--- src/rtl/cmd_handshake_ctrl.sv ---
module cmd_handshake_ctrl #(
  parameter int DW    = 8,
  parameter int PBITS = 3,
  parameter int RBITS = 2
) (
  input  logic          clk,
  input  logic          rst_n,
  input  logic          host_wr,
  input  logic          host_rd,
  input  logic [DW-1:0] host_din,
  output logic [DW-1:0] host_dout,
  output logic [7:0]    status,
  output logic          be_valid,
  output logic [DW-1:0] be_byte,
  output logic          be_first,
  input  logic          be_ready,
  input  logic          be_done,
  output logic          res_req,
  input  logic          res_valid,
  input  logic [DW-1:0] res_data
);

  localparam int CBITS = PBITS + RBITS;

  typedef enum logic [1:0] {PH_CMD, PH_EXEC, PH_RES} ph_t;

  ph_t              ph;
  logic             pend, busy, perr, res_have;
  logic [PBITS-1:0] prem;
  logic [RBITS-1:0] rleft;
  logic             rqm, dio, wr_ok;

  assign dio      = (ph == PH_RES);
  assign rqm      = (ph == PH_CMD) ? !pend : (ph == PH_RES) ? res_have : 1'b0;
  assign wr_ok    = host_wr && rqm && !dio;
  assign be_valid = pend;
  assign res_req  = (ph == PH_RES) && !res_have;
  assign status   = {rqm, dio, 1'b0, busy, perr, 3'b000};

  always_ff @(posedge clk) begin
    if (!rst_n) begin
      ph        <= PH_CMD;
      pend      <= 1'b0;
      busy      <= 1'b0;
      perr      <= 1'b0;
      res_have  <= 1'b0;
      prem      <= '0;
      rleft     <= '0;
      be_byte   <= '0;
      be_first  <= 1'b0;
      host_dout <= '0;
    end else begin
      if (host_wr && !wr_ok) perr <= 1'b1;
      case (ph)
        PH_CMD: begin
          if (wr_ok) begin
            pend     <= 1'b1;
            be_byte  <= host_din;
            be_first <= !busy;
            if (!busy) begin
              busy  <= 1'b1;
              prem  <= host_din[PBITS-1:0];
              rleft <= host_din[CBITS-1:PBITS];
            end else begin
              prem <= prem - 1'b1;
            end
          end
          if (pend && be_ready) begin
            pend <= 1'b0;
            if (prem == '0) ph <= PH_EXEC;
          end
        end
        PH_EXEC: begin
          if (be_done) begin
            if (rleft == '0) begin
              ph   <= PH_CMD;
              busy <= 1'b0;
            end else begin
              ph <= PH_RES;
            end
          end
        end
        PH_RES: begin
          if (!res_have && res_valid) begin
            res_have  <= 1'b1;
            host_dout <= res_data;
          end
          if (res_have && host_rd) begin
            res_have <= 1'b0;
            rleft    <= rleft - 1'b1;
            if (rleft == RBITS'(1)) begin
              ph   <= PH_CMD;
              busy <= 1'b0;
            end
          end
        end
        default: ph <= PH_CMD;
      endcase
    end
  end

  assert_rqm_drop_R4: assert property (@(posedge clk) disable iff (!rst_n)
    host_wr && status[7] && !status[6] |=> !status[7]);

  assert_byte_held_R3: assert property (@(posedge clk) disable iff (!rst_n)
    be_valid && !be_ready |=> be_valid && $stable(be_byte) && $stable(be_first));

  assert_bad_write_flag_R9: assert property (@(posedge clk) disable iff (!rst_n)
    host_wr && !(status[7] && !status[6]) |=> status[3]);

  assert_error_sticky_R9: assert property (@(posedge clk) disable iff (!rst_n)
    status[3] |=> status[3]);

  assert_result_held_R6: assert property (@(posedge clk) disable iff (!rst_n)
    status[7] && status[6] && !host_rd |=> status[7] && $stable(host_dout));

  assert_busy_end_R8: assert property (@(posedge clk) disable iff (!rst_n)
    $fell(status[4]) |-> status[7] && !status[6] && !be_valid);

  assert_no_req_exec_R5: assert property (@(posedge clk) disable iff (!rst_n)
    status[4] && !status[6] && !be_valid |-> !res_req);

endmodule

--- config.mk ---
export PLATFORM = sky130hd
export DESIGN_NAME = cmd_handshake_ctrl
export DESIGN_NICKNAME = d
export VERILOG_FILES = /design/src/rtl/cmd_handshake_ctrl.sv
export SDC_FILE = /design/constraint.sdc
export NUM_CORES = 1
export LEC_CHECK = 0
export CAP_MARGIN = 5
export CELL_PAD_IN_SITES_DETAIL_PLACEMENT = 1
export CELL_PAD_IN_SITES_GLOBAL_PLACEMENT = 1
export CORE_MARGIN = 2
export CORE_UTILIZATION = 44
export DETAILED_ROUTE_END_ITERATION = 8
export DONT_BUFFER_PORTS = 1
export GPL_ROUTABILITY_DRIVEN = 0
export PLACE_DENSITY_LB_ADDON = 0.1
export SYNTH_ARGS = -nofsm -noshare
export SYNTH_HDL_FRONTEND = slang
export SYNTH_SLANG_ARGS = --single-unit
export TNS_END_PERCENT = 50
--- constraint.sdc ---
create_clock -name clk -period 1.7 [get_ports clk]
set_input_delay 0.085 -clock clk [delete_from_list [all_inputs] [get_ports clk]]
set_output_delay 0.085 -clock clk [all_outputs]
set_load 0.01 [all_outputs]
Yosys cells after proc, flatten, opt, wreduce, memory -nomap -nowiden

Index checks and enable logic that the tools add are counted.

Output and inout port bits: 27
Flip-flop bits (word level): 28
Input bits: 23
Logic and storage cells: 72

Reductions and logical operators: 26
$add $sub $neg: 2
Equality and inequality tests: 11
Multiplexer cells: 23

Operators with widths:

| operator              | count |
|---|---|
| $mux W2               | 9 |
| $mux W1               | 10 |
| $ne A2 B1 Y1 const B  | 4 |
| $ne A2 B2 Y1 const B  | 4 |
| $reduce_and A2 Y1     | 4 |
| $logic_and A1 B1 Y1   | 7 |
| $pmux W2 S3           | 1 |
| $reduce_and A6 Y1     | 1 |
| $reduce_bool A2 Y1    | 3 |
| $logic_not A1 Y1      | 5 |
| $reduce_and A5 Y1     | 1 |
| $eq A2 B1 Y1 const B  | 2 |
| $logic_not A2 Y1      | 2 |
| $pmux W2 S2           | 1 |
| $reduce_and A4 Y1     | 1 |
| $logic_not A3 Y1      | 1 |
| $mux W3               | 1 |
| $pmux W1 S3           | 1 |
| $reduce_bool A3 Y1    | 1 |
| $sub A3 B1 Y3 const B | 1 |
| $eq A2 B2 Y1 const B  | 1 |
| $sub A2 B1 Y2 const B | 1 |

Depth between registers and ports, before layout

Gate-level depths: netlist (run 1).

Depth in word-level cells: 7
Gate-level depth with buffers: 7
Gate-level depth less buffers: 6

Least setup slack after synthesis (run 1)

OpenSTA, ideal clock, no wires.

Path type: reg2reg
Start point: register ph[0]
End point: register rleft[0]
Arrival: 1.427 ns
Cell stages (with the launch flop): 8
Setup time: 0.120 ns
Period minus slack after synthesis: 1.547 ns
Slack: 0.153 ns
Buffers on the path: 1
Data required time: 1.580 ns
Path through: dfxtp_1 -> inv_1 -> ha_1 -> nand4bb_1 -> buf_6 -> o21ai_4 -> nor2_2 -> o31a_1

Longest elaborated chain between the ends: 7
Elaborated cells on any way between the ends: 13
Classes of those cells: eq/ne (4); mux (3); reduce/logical (6)

RTL lines:

| element                          | RTL line | source |
|---|---|---|
| from (decl)                      | 27       | `ph_t ph;` |
| from (signal assigned)           | 42       | `ph <= PH_CMD;` |
| from (signal assigned)           | 70       | `if (prem == '0) ph <= PH_EXEC;` |
| from (signal assigned)           | 76       | `ph <= PH_CMD;` |
| $eq A2 B2 Y1 (*)                 | 33       | `assign dio = (ph == PH_RES);` |
| net dio                          | 31       | `logic rqm, dio, wr_ok;` |
| $mux W1 (2 in a row)             | 34       | `assign rqm = (ph == PH_CMD) ? !pend : (ph == PH_RES) ? res_have : 1'b0;` |
| $logic_and A1 B1 Y1 (2 in a row) | 35       | `assign wr_ok = host_wr && rqm && !dio;` |
| $ne A2 B2 Y1 (no line)           | -        |  |
| $reduce_and A4 Y1 (no line)      | -        |  |
| to (signal assigned)             | 63       | `rleft <= host_din[CBITS-1:PBITS];` |
| to (signal assigned)             | 90       | `rleft <= rleft - 1'b1;` |
| to (decl)                        | 30       | `logic [RBITS-1:0] rleft;` |

Mark *: on every way through the listed nets, which the timed path passes. The rest lies on a longest branch.
A chain may end at the register's enable or synchronous reset.

Final worst setup path (run 1)

Start point: register ph[0]
End point: register rleft[0]

Longest elaborated chain between the ends: 7
Elaborated cells on any way between the ends: 13
Classes of those cells: eq/ne (4); mux (3); reduce/logical (6)

RTL lines:

| element                          | RTL line |
|---|---|
| $eq A2 B2 Y1                     | 33, 34, 54 |
| $mux W1 (2 in a row)             | 34 |
| $logic_and A1 B1 Y1 (2 in a row) | 35 |
| $ne A2 B2 Y1 (no line)           | - |
| $reduce_and A4 Y1 (no line)      | - |

Parallel ways exist; a longest one is shown, timed or not.

==> results of run 1 <==
-- flip-flops by register name (all words and copies together) (netlist names), 2 cells and up --
register   count
be_byte        8
ph             2
host_dout      8
prem           3
rleft          2
-- layout make-up --
type                            instances  area [sq um]  area share, %
Clock inverter                          1          30.0           1.70
Inverter                                8          30.0           1.70
Multi-Input combinational cell        119           778           44.0
Clock buffer                            3          22.5           1.27
Sequential cell                        28           563           31.8
Timing Repair Buffer                   32           290           16.4
Tap cell                               44          55.1           3.11
-- logic make-up (layout without fill, tap and decap cells) --
family                     Yosys count  in the layout
AOI/OAI and AO/OA                   34             34
and+or+nand+nor                     70             70
muxes                                3              3
adders and majority gates            8              8
buffers and inverters               25             44
other                                1              4
DFF                                 28             28
-- stage by stage --
stage | setup slack (ns) | setup TNS (ns) | instances | cell area (sq um)
4_1_cts | 0.00197 | 0 | 234 | 1750
6_report | 0.0714 | 0 | 235 | 1770
5_1_grt | -0.0366 | -0.135 | 235 | 1770
2_1_floorplan | 0.153 | 0 | 172 | 1480
3_5_place_dp | -0.0377 | -0.0833 | 208 | 1480
3_3_place_gp | 0.0875 | 0 | 208 | 1480
-- where the power goes --
group / internal, W / total, W / switching (W)
combinational: 0.000145 / 0.000278 / 0.000133
sequential: 0.000696 / 0.000746 / 0.0000495
clock: 0.000239 / 0.000453 / 0.000214
-- metal layers --
metal	global-route usage (%)	up-vias	wire length [um]
met1	24.6	571	1550
li1	-	590	-
met5	0	-	0
met4	7.29	0	49
met3	3.36	6	172
met2	38.8	32	1850
-- Yosys cell counts (2+ instances only) --
cell type  instances
a21boi_0          18
a21oi_1            4
buf_2              3
buf_4              8
buf_6              2
clkbuf_1           3
dfxtp_1           28
ha_1               8
inv_1              8
mux2i_1            3
nand2_1           42
nand4b_1           2
nor2_1             6
nor2b_1            9
nor3b_1            2
o21ai_0            3
-- worst paths after layout --
path                           end  slack, ns
max reg2reg  rleft[0]$_SDFFE_PN0P_       0.07
max          rleft[0]$_SDFFE_PN0P_       0.07
min reg2reg   prem[1]$_SDFFE_PN0P_       0.48
min           prem[0]$_SDFFE_PN0P_       0.06
-- repair_timing --
item / in CTS / in global routing
endpoints found under the hold margin: 28 / 0
gates resized for setup: 1 / 14
buffers inserted: 2 / 1
pin swaps: 1 / 2
setup endpoints to repair: 6 / 13
hold buffers: 20 / 0
==> metrics, run 1 <==
Core Area 0.00310 sq mm; critical path fanouts, max 11; ratio of cells with drive above 1 in the final layout 15.2%; Die Y approximately 62 um; Syn. warnings 0; count of pins over their slew limit 0; post-route ant nets 0; Synth cell types 36; Max VDD drop 0.000479 V; Final Setup Violations 0; antenna violations before repair 0; Initial Utilization 47.2%; largest net degree at the start of global routing 30; slowest stage delay, CP 0.36 ns; Slew @ Worst Pin a little under 0.9 ns; drt drc 0; dominant cells by area after synthesis dfxtp_1 38%, nand2_1 11%, a21boi_0 9.2%; R2R cell count 6; TritonCTS buffer count 3; Hold Crit Depth 2; H-Tree Level Count 1; adder-cell area share of the yosys netlist 6.84%; Avg Cell Area, Syn between 8 and 9 sq um; Routed WL roughly 3600 um; commonest non-fill, non-tap cells in the layout 42 x nand2_1, 26 x dfxtp_1, 20 x dlygate4sd3_1; die width ~62 um; Post-Synthesis Cell Area approximately 0.0015 sq mm; critical path startpoint ph[0]$_SDFFE_PN0P_; post-synthesis mux area share between 2 and 2.5%; register bit total from synthesis 28; # fillers 380; MaxCap Viol Count 0; Crit Path Category register to register; CTS tree built; clock-pin slew on the worst setup and hold paths 0.16 ns; Tmin final 1.63 ns; Syn Inst Count about 170; Top delay family on crit path simple AND/OR/NAND/NOR gates; share of the synthesized area in the top cell type 38.3%; main combinational cell family by area after synthesis simple AND/OR/NAND/NOR gates; worst hold path type input port to register; Final period util 95.8%; hold_sp host_din[0]; Yosys top cell by area dfxtp_1; Clock Latency Late Sink 0.35 ns; Max Clock Freq about 610 MHz; ant diodes 0; IO Port Bufs 0; Site Rows 20; DRT Pass-1 Iters 4; post-synthesis xor/xnor area fraction 0%; CP required between 2 and 2.5 ns; vias in the first global route 1284; CP arrival about 1.9 ns; Area growth syn-to-layout 20.9%; io pins 50; slowest stage cell, crit path dfxtp_2; Remaining Overflow, GRT 0; CP Launch Type register; WP depth 6; slew margin rel. 40.6%; root buffer cell clkbuf_4; drt first-iter violations 35; WL/cell 15.4 um; commonest non-fill, non-tap cell in the layout nand2_1; clock sink total 28; DP HPWL around 2400 um; CTS max path bufs 2; nets 223; register area share after synthesis 38.3%; via count 1199; RSZ-0062 raised after global routing true; final hold violations 0; Pwr Total 0.00148 W; post-synthesis simple-gate area fraction 24.4%; total track usage 21.1%; PwrDens approximately 830 mW/mm^2; fraction of registers with async set/reset 0%; Crit path buffers/inverters 2; global-route wire length before repair 5760 um; crit-path cells inv_1, ha_1, nand4bb_2, buf_4, nor4b_1, o31a_1; Worst Skew 0.00978 ns; number of flops mapped to enable cells by yosys 0; Synth Area in Compound Gates 17.8%; Pleak a little under 0.7 nW; Final Util 57.0%; vias per inst 5.10; status finished clean; FF-to-FF Start ph[0]$_SDFFE_PN0P_; Fin Hold WS 0.0647 ns; CP endpoint kind register; Primary FF master, synth dfxtp_1; die area 0.00380 sq mm
No activity file was read; power rests on OpenSTA's default activity.
==> run 2: changes to the inputs <==
--- a/config.mk
+++ b/config.mk
@@ -10,10 +10,12 @@
 export CELL_PAD_IN_SITES_GLOBAL_PLACEMENT = 1
 export CORE_MARGIN = 2
 export CORE_UTILIZATION = 44
+export CTS_CLUSTER_DIAMETER = 60
 export DETAILED_ROUTE_END_ITERATION = 8
 export DONT_BUFFER_PORTS = 1
 export GPL_ROUTABILITY_DRIVEN = 0
 export PLACE_DENSITY_LB_ADDON = 0.1
+export RECOVER_POWER = 50
 export SYNTH_ARGS = -nofsm -noshare
 export SYNTH_HDL_FRONTEND = slang
 export SYNTH_SLANG_ARGS = --single-unit
==> run 2 against run 1 <==
Worst hold slack did not move. First-iteration DRC count rose by 5.7%. Die area did not move. Combinational power barely moved. Fmax barely moved. Final area fell by 0.21%. Critical endpoint unchanged. Worst setup slack barely moved. Power fell by 0.14%. Critical path depth did not move. Routed wire length barely moved. Largest cell class unchanged. Global-route usage did not move.
==> metrics, run 2 (synthesized netlist as in run 1, its figures left out) <==
CP required 2.01 ns (about the same); Crit Path Category register to register (unchanged); CP endpoint kind register (unchanged); die width 61.7 um (unchanged); critical path fanouts, max 11 (unchanged); global-route wire length before repair 5760 um (unchanged); drt drc 0 (unchanged); Pleak 0.685 nW (was 0.689 nW); total track usage 21.1% (unchanged); Regs by FF count be_byte: 8 flops, host_dout: 8 flops, prem: 3 flops (unchanged); worst hold path type input port to register (unchanged); root buffer cell clkbuf_4 (unchanged); commonest non-fill, non-tap cells in the layout 42 x nand2_1, 26 x dfxtp_1, 20 x dlygate4sd3_1 (unchanged); Max Clock Freq 614 MHz (about the same); Area growth syn-to-layout 20.6% (was 20.9%); Tmin final 1.63 ns (about the same); RSZ-0062 raised after global routing true (unchanged); post-route ant nets 0 (unchanged); H-Tree Level Count 1 (unchanged); final hold violations 0 (unchanged); Core Area 0.00310 sq mm (unchanged); Slew @ Worst Pin 0.888 ns (about the same); vias in the first global route 1284 (unchanged); Clock Latency Late Sink 0.35 ns (about the same); global-route met2 utilization 38.8% (unchanged); Fin Hold WS 0.0647 ns (unchanged); multi-input logic area 778 sq um (unchanged); Site Rows 20 (unchanged); crit-path cells inv_1, ha_1, nand4bb_2, buf_4, nor4b_1, o31a_1 (unchanged); via count 1197 (was 1199); non-filler cells in the finished layout 235 (unchanged); Pwr Total 0.00147 W (was 0.00148 W); largest net degree at the start of global routing 30 (unchanged); die area 0.00380 sq mm (unchanged); Max VDD drop 0.000479 V (about the same); Remaining Overflow, GRT 0 (unchanged); CTS max path bufs 2 (unchanged); Routed WL 3630 um (about the same); Final period util 95.8% (about the same); Final Setup Violations 0 (unchanged); DP HPWL 2440 um (unchanged); Worst Skew 0.00965 ns (was 0.00978 ns); status finished clean (unchanged); Cells after DPL 208 (unchanged); GR peak layer met2 (unchanged); CP arrival 1.94 ns (about the same); commonest non-fill, non-tap cell in the layout nand2_1 (unchanged); nets 223 (unchanged); count of pins over their slew limit 0 (unchanged); clock sink total 28 (unchanged); met1 Resource Use GR 24.6% (unchanged); IO Port Bufs 0 (unchanged); register area 563 sq um (unchanged); # fillers 381 (was 380); drt first-iter violations 37 (was 35); TritonCTS buffer count 3 (unchanged); slowest stage cell, crit path dfxtp_2 (unchanged); GR Util met3 3.36% (unchanged); Initial Utilization 47.2% (unchanged); slew margin rel. 40.6% (about the same); WL/cell 15.5 um (was 15.4 um); Die Y 61.7 um (unchanged); clock-pin slew on the worst setup and hold paths 0.16 ns (about the same); vias per inst 5.09 (was 5.10); CP Launch Type register (unchanged); Crit path buffers/inverters 2 (unchanged); ratio of cells with drive above 1 in the final layout 14.7% (was 15.2%); slowest stage delay, CP 0.36 ns (about the same); io pins 50 (unchanged); antenna violations before repair 0 (unchanged); Top delay family on crit path simple AND/OR/NAND/NOR gates (unchanged); PwrDens 835 mW/mm^2 (was 834 mW/mm^2); CTS tree built (unchanged); ant diodes 0 (unchanged); MaxCap Viol Count 0 (unchanged); DRT Pass-1 Iters 4 (unchanged)
[run 2: cell count changes in the layout (fill, tap and decap cells not counted)]
cell,change
buf_4,-1
clkbuf_1,+1
[run 2: routing by layer]
layer  part of all wire (%)  vias to the layer above
met5                      0                        -
met4                    1.3                        0
met3                    4.7                        6
met2                     51                       32
met1                     43                      570
li1                       -                      589
[run 2: worst register-to-register path, cell delays in order (launching register included)]
cell and delay, ns:
dfxtp_2 0.36, inv_1 0.06, ha_1 0.20, nand4bb_2 0.32, buf_4 0.23, nor4b_1 0.27, o31a_1 0.15
[run 2: cell type report]
| class | count | share of cell area [%] |
|---|---|---|
| Sequential cell | 28 | 31.9 |
| Clock inverter | 1 | 1.70 |
| Inverter | 8 | 1.70 |
| Clock buffer | 3 | 1.28 |
| Multi-Input combinational cell | 119 | 44.1 |
| Timing Repair Buffer | 32 | 16.2 |
| Tap cell | 44 | 3.12 |
[run 2: report_power, final]
group	internal (W)	total, W	leakage, nW	switching, W
Clock	0.000239	0.000452	0.0279	0.000214
Combinational	0.000143	0.000276	0.427	0.000133
Sequential	0.000696	0.000745	0.230	0.0000495
Total	0.00108	0.00147	0.685	0.000396
[run 2: per-stage QoR]
stage	instance area [sq um]	setup WS (ns)	utilization, %	setup TNS, ns
2_1_floorplan	1480	0.153	-	0
3_3_place_gp	1480	0.0875	47.5	0
3_5_place_dp	1480	-0.0377	47.5	-0.0833
4_1_cts	1750	0.00197	56.3	0
5_1_grt	1770	-0.0366	56.9	-0.135
6_report	1770	0.0714	56.9	0
[run 2: final timing paths]
check | from | to | slack, ns | cells past startpoint
setup / recovery | ph[0]$_SDFFE_PN0P_ | rleft[0]$_SDFFE_PN0P_ | 0.07 | 6
hold / removal | host_din[0] | prem[0]$_SDFFE_PN0P_ | 0.06 | 2
setup reg to reg | ph[0]$_SDFFE_PN0P_ | rleft[0]$_SDFFE_PN0P_ | 0.07 | 6
hold reg to reg | prem[1]$_SDFFE_PN0P_ | prem[1]$_SDFFE_PN0P_ | 0.48 | 2
[run 2: repair_timing]
item / in CTS / in global routing
hold endpoints to repair: 28 / 0
resized for setup: 1 / 14
setup buffers: 2 / 1
pin swaps: 1 / 2
endpoints found under the setup margin: 6 / 13
hold buffers: 20 / 0
==> run 3: changes to the inputs <==
--- a/config.mk
+++ b/config.mk
@@ -8,7 +8,7 @@
 export CAP_MARGIN = 5
 export CELL_PAD_IN_SITES_DETAIL_PLACEMENT = 1
 export CELL_PAD_IN_SITES_GLOBAL_PLACEMENT = 1
-export CORE_MARGIN = 2
+export CORE_MARGIN = 4
 export CORE_UTILIZATION = 44
 export CTS_CLUSTER_DIAMETER = 60
 export DETAILED_ROUTE_END_ITERATION = 8
==> constraint.sdc (replaced) <==
create_clock -name clk -period 1.7 [get_ports clk]
set_input_delay 0.085 -clock clk [delete_from_list [all_inputs] [get_ports clk]]
set_output_delay 0.085 -clock clk [all_outputs]
set_load 0.05 [all_outputs]
==> run 3 against run 2 <==
Non-clock buffer count is 20 higher. Final area is 8.1% higher. Critical path type unchanged. Power is 9.5% higher. Clock skew is 0.0068 ns lower. Worst hold slack worse by 0.022 ns.
==> metrics, run 3 (synthesized netlist as in run 1, its figures left out) <==
DP HPWL 2650 um (was 2440 um); status finished clean (unchanged); Final Util 61.0% (was 56.9%); WL/cell 17.1 um (was 15.5 um); vias in the first global route 1443 (was 1284); worst hold path type input port to register (unchanged); placed cell area 0.00164 sq mm (was 0.00148 sq mm); commonest non-fill, non-tap cells in the layout 42 x nand2_1, 26 x dfxtp_1, 20 x dlygate4sd3_1 (unchanged); Final period util 98.4% (was 95.8%); Cells after DPL 228 (was 208); CP arrival 1.97 ns (was 1.94 ns); drt first-iter violations 33 (was 37); largest net degree at the start of global routing 30 (unchanged); slew margin rel. 41.2% (was 40.6%); Top delay family on crit path simple AND/OR/NAND/NOR gates (unchanged); count of pins over their slew limit 0 (unchanged); Clock Latency Late Sink 0.34 ns (was 0.35 ns); Finished Cell Area 0.00191 sq mm (was 0.00177 sq mm); ratio of cells with drive above 1 in the final layout 16.6% (was 14.7%); crit-path cells buf_4, ha_4, nand4bb_4, buf_4, nor4b_1, o31a_1 (was inv_1, ha_1, nand4bb_2, buf_4, nor4b_1, o31a_1); Remaining Overflow, GRT 0 (unchanged); CP endpoint kind register (unchanged); root buffer cell clkbuf_4 (unchanged); Site Rows 20 (unchanged); die width 65.7 um (was 61.7 um); CTS tree built (unchanged); multi-input logic area 807 sq um (was 778 sq um); DRT Pass-1 Iters 4 (unchanged); non-filler cells in the finished layout 255 (was 235); Initial Utilization 46.8% (was 47.2%); H-Tree Level Count 1 (unchanged); via count 1288 (was 1197); # fillers 374 (was 381); Area growth syn-to-layout 30.3% (was 20.6%); critical path fanouts, max 12 (was 11); CTS max path bufs 2 (unchanged); TritonCTS buffer count 3 (unchanged); most frequent CP cell buf_4; register area 566 sq um (was 563 sq um); Core Area 0.00313 sq mm (was 0.00310 sq mm); Regs by FF count be_byte: 8 flops, host_dout: 8 flops, prem: 3 flops (unchanged); nets 243 (was 223); die area 0.00431 sq mm (was 0.00380 sq mm); Tmin final 1.67 ns (was 1.63 ns); MaxCap Viol Count 0 (unchanged); antenna violations before repair 0 (unchanged); Worst Skew 0.00287 ns (was 0.00965 ns); vias per inst 5.05 (was 5.09); clock sink total 28 (unchanged); total track usage 20.9% (was 21.1%); IO Port Bufs 0 (unchanged); io pins 50 (unchanged); Crit Path Category register to register (unchanged); commonest non-fill, non-tap cell in the layout nand2_1 (unchanged); PwrDens 846 mW/mm^2 (was 835 mW/mm^2); Slew @ Worst Pin 0.879 ns (was 0.888 ns); Routed WL 4360 um (was 3630 um); Crit path buffers/inverters 2 (unchanged); CP Launch Type register (unchanged); slowest stage cell, crit path dfxtp_4 (was dfxtp_2); Pwr Total 0.00161 W (was 0.00147 W); Final Setup Violations 0 (unchanged); Pleak 0.725 nW (was 0.685 nW); Die Y 65.7 um (was 61.7 um); slowest stage delay, CP 0.39 ns (was 0.36 ns); ant diodes 0 (unchanged); global-route wire length before repair 6980 um (was 5760 um); TNS Setup 0 ns (unchanged); CP required 1.99 ns (was 2.01 ns); final hold violations 0 (unchanged); clock-pin slew on the worst setup and hold paths 0.16 ns (about the same); Max Clock Freq 598 MHz (was 614 MHz); Max VDD drop 0.000675 V (was 0.000479 V); post-route ant nets 0 (unchanged); drt drc 0 (unchanged)
==> run 3: timing repair <==
action | in CTS | in global routing
pin swaps | 0 | 1
gates resized for setup | 5 | 11
endpoints found under the hold margin | 28 | 0
setup endpoints to repair | 13 | 16
setup buffers | 0 | 3
hold buffers | 20 | 0
==> run 3: path summary, 6_finish.rpt <==
kind	from	to	slack, ns	cells past startpoint
max	ph[1]$_SDFFE_PN0P_	rleft[0]$_SDFFE_PN0P_	0.03	6
min	host_din[2]	prem[2]$_SDFFE_PN0P_	0.04	3
max reg2reg	ph[1]$_SDFFE_PN0P_	rleft[0]$_SDFFE_PN0P_	0.03	6
min reg2reg	host_dout[5]$_SDFFE_PN0P_	host_dout[5]$_SDFFE_PN0P_	0.48	2
==> run 3: routing by layer <==
layer  track usage [%]  vias up  wire (um)  part of all wire (%)
met5                 0        -          0                     0
met4              7.25        0        155                   3.6
met3              3.25       12        220                   5.0
met2              39.3       42       2290                    53
met1              23.3      602       1700                    39
li1                  -      632          -                     -
==> run 3: area by class of cell <==
class,instances,area share [%]
well taps,44,2.89
clock buffers,3,1.18
repair buffers,52,20.9
flip-flops and latches,28,29.6
clock inverters,1,1.57
multi-input cells,119,42.3
inverters,8,1.57
==> run 3: where the power goes <==
group | internal, W | leakage, nW | total [W] | switching [W]
clock network | 0.000238 | 0.0279 | 0.000459 | 0.000220
logic | 0.000163 | 0.467 | 0.000426 | 0.000264
registers | 0.000694 | 0.230 | 0.000729 | 0.0000349
total | 0.00110 | 0.725 | 0.00161 | 0.000519
==> run 3: worst register-to-register path: stages, from the launching register on <==
cell and delay (ns):
dfxtp_4 0.39, buf_4 0.14, ha_4 0.18, nand4bb_4 0.25
buf_4 0.21, nor4b_1 0.28, o31a_1 0.17
==> run 3: per-stage QoR <==
stage / hold WS [ns] / setup WS (ns)
2_1_floorplan: 0.230 / 0.103
3_3_place_gp: 0.206 / 0.0859
3_5_place_dp: 0.214 / -0.0344
4_1_cts: 0.0444 / -0.0519
5_1_grt: 0.0188 / -0.0276
6_report: 0.0423 / 0.0272
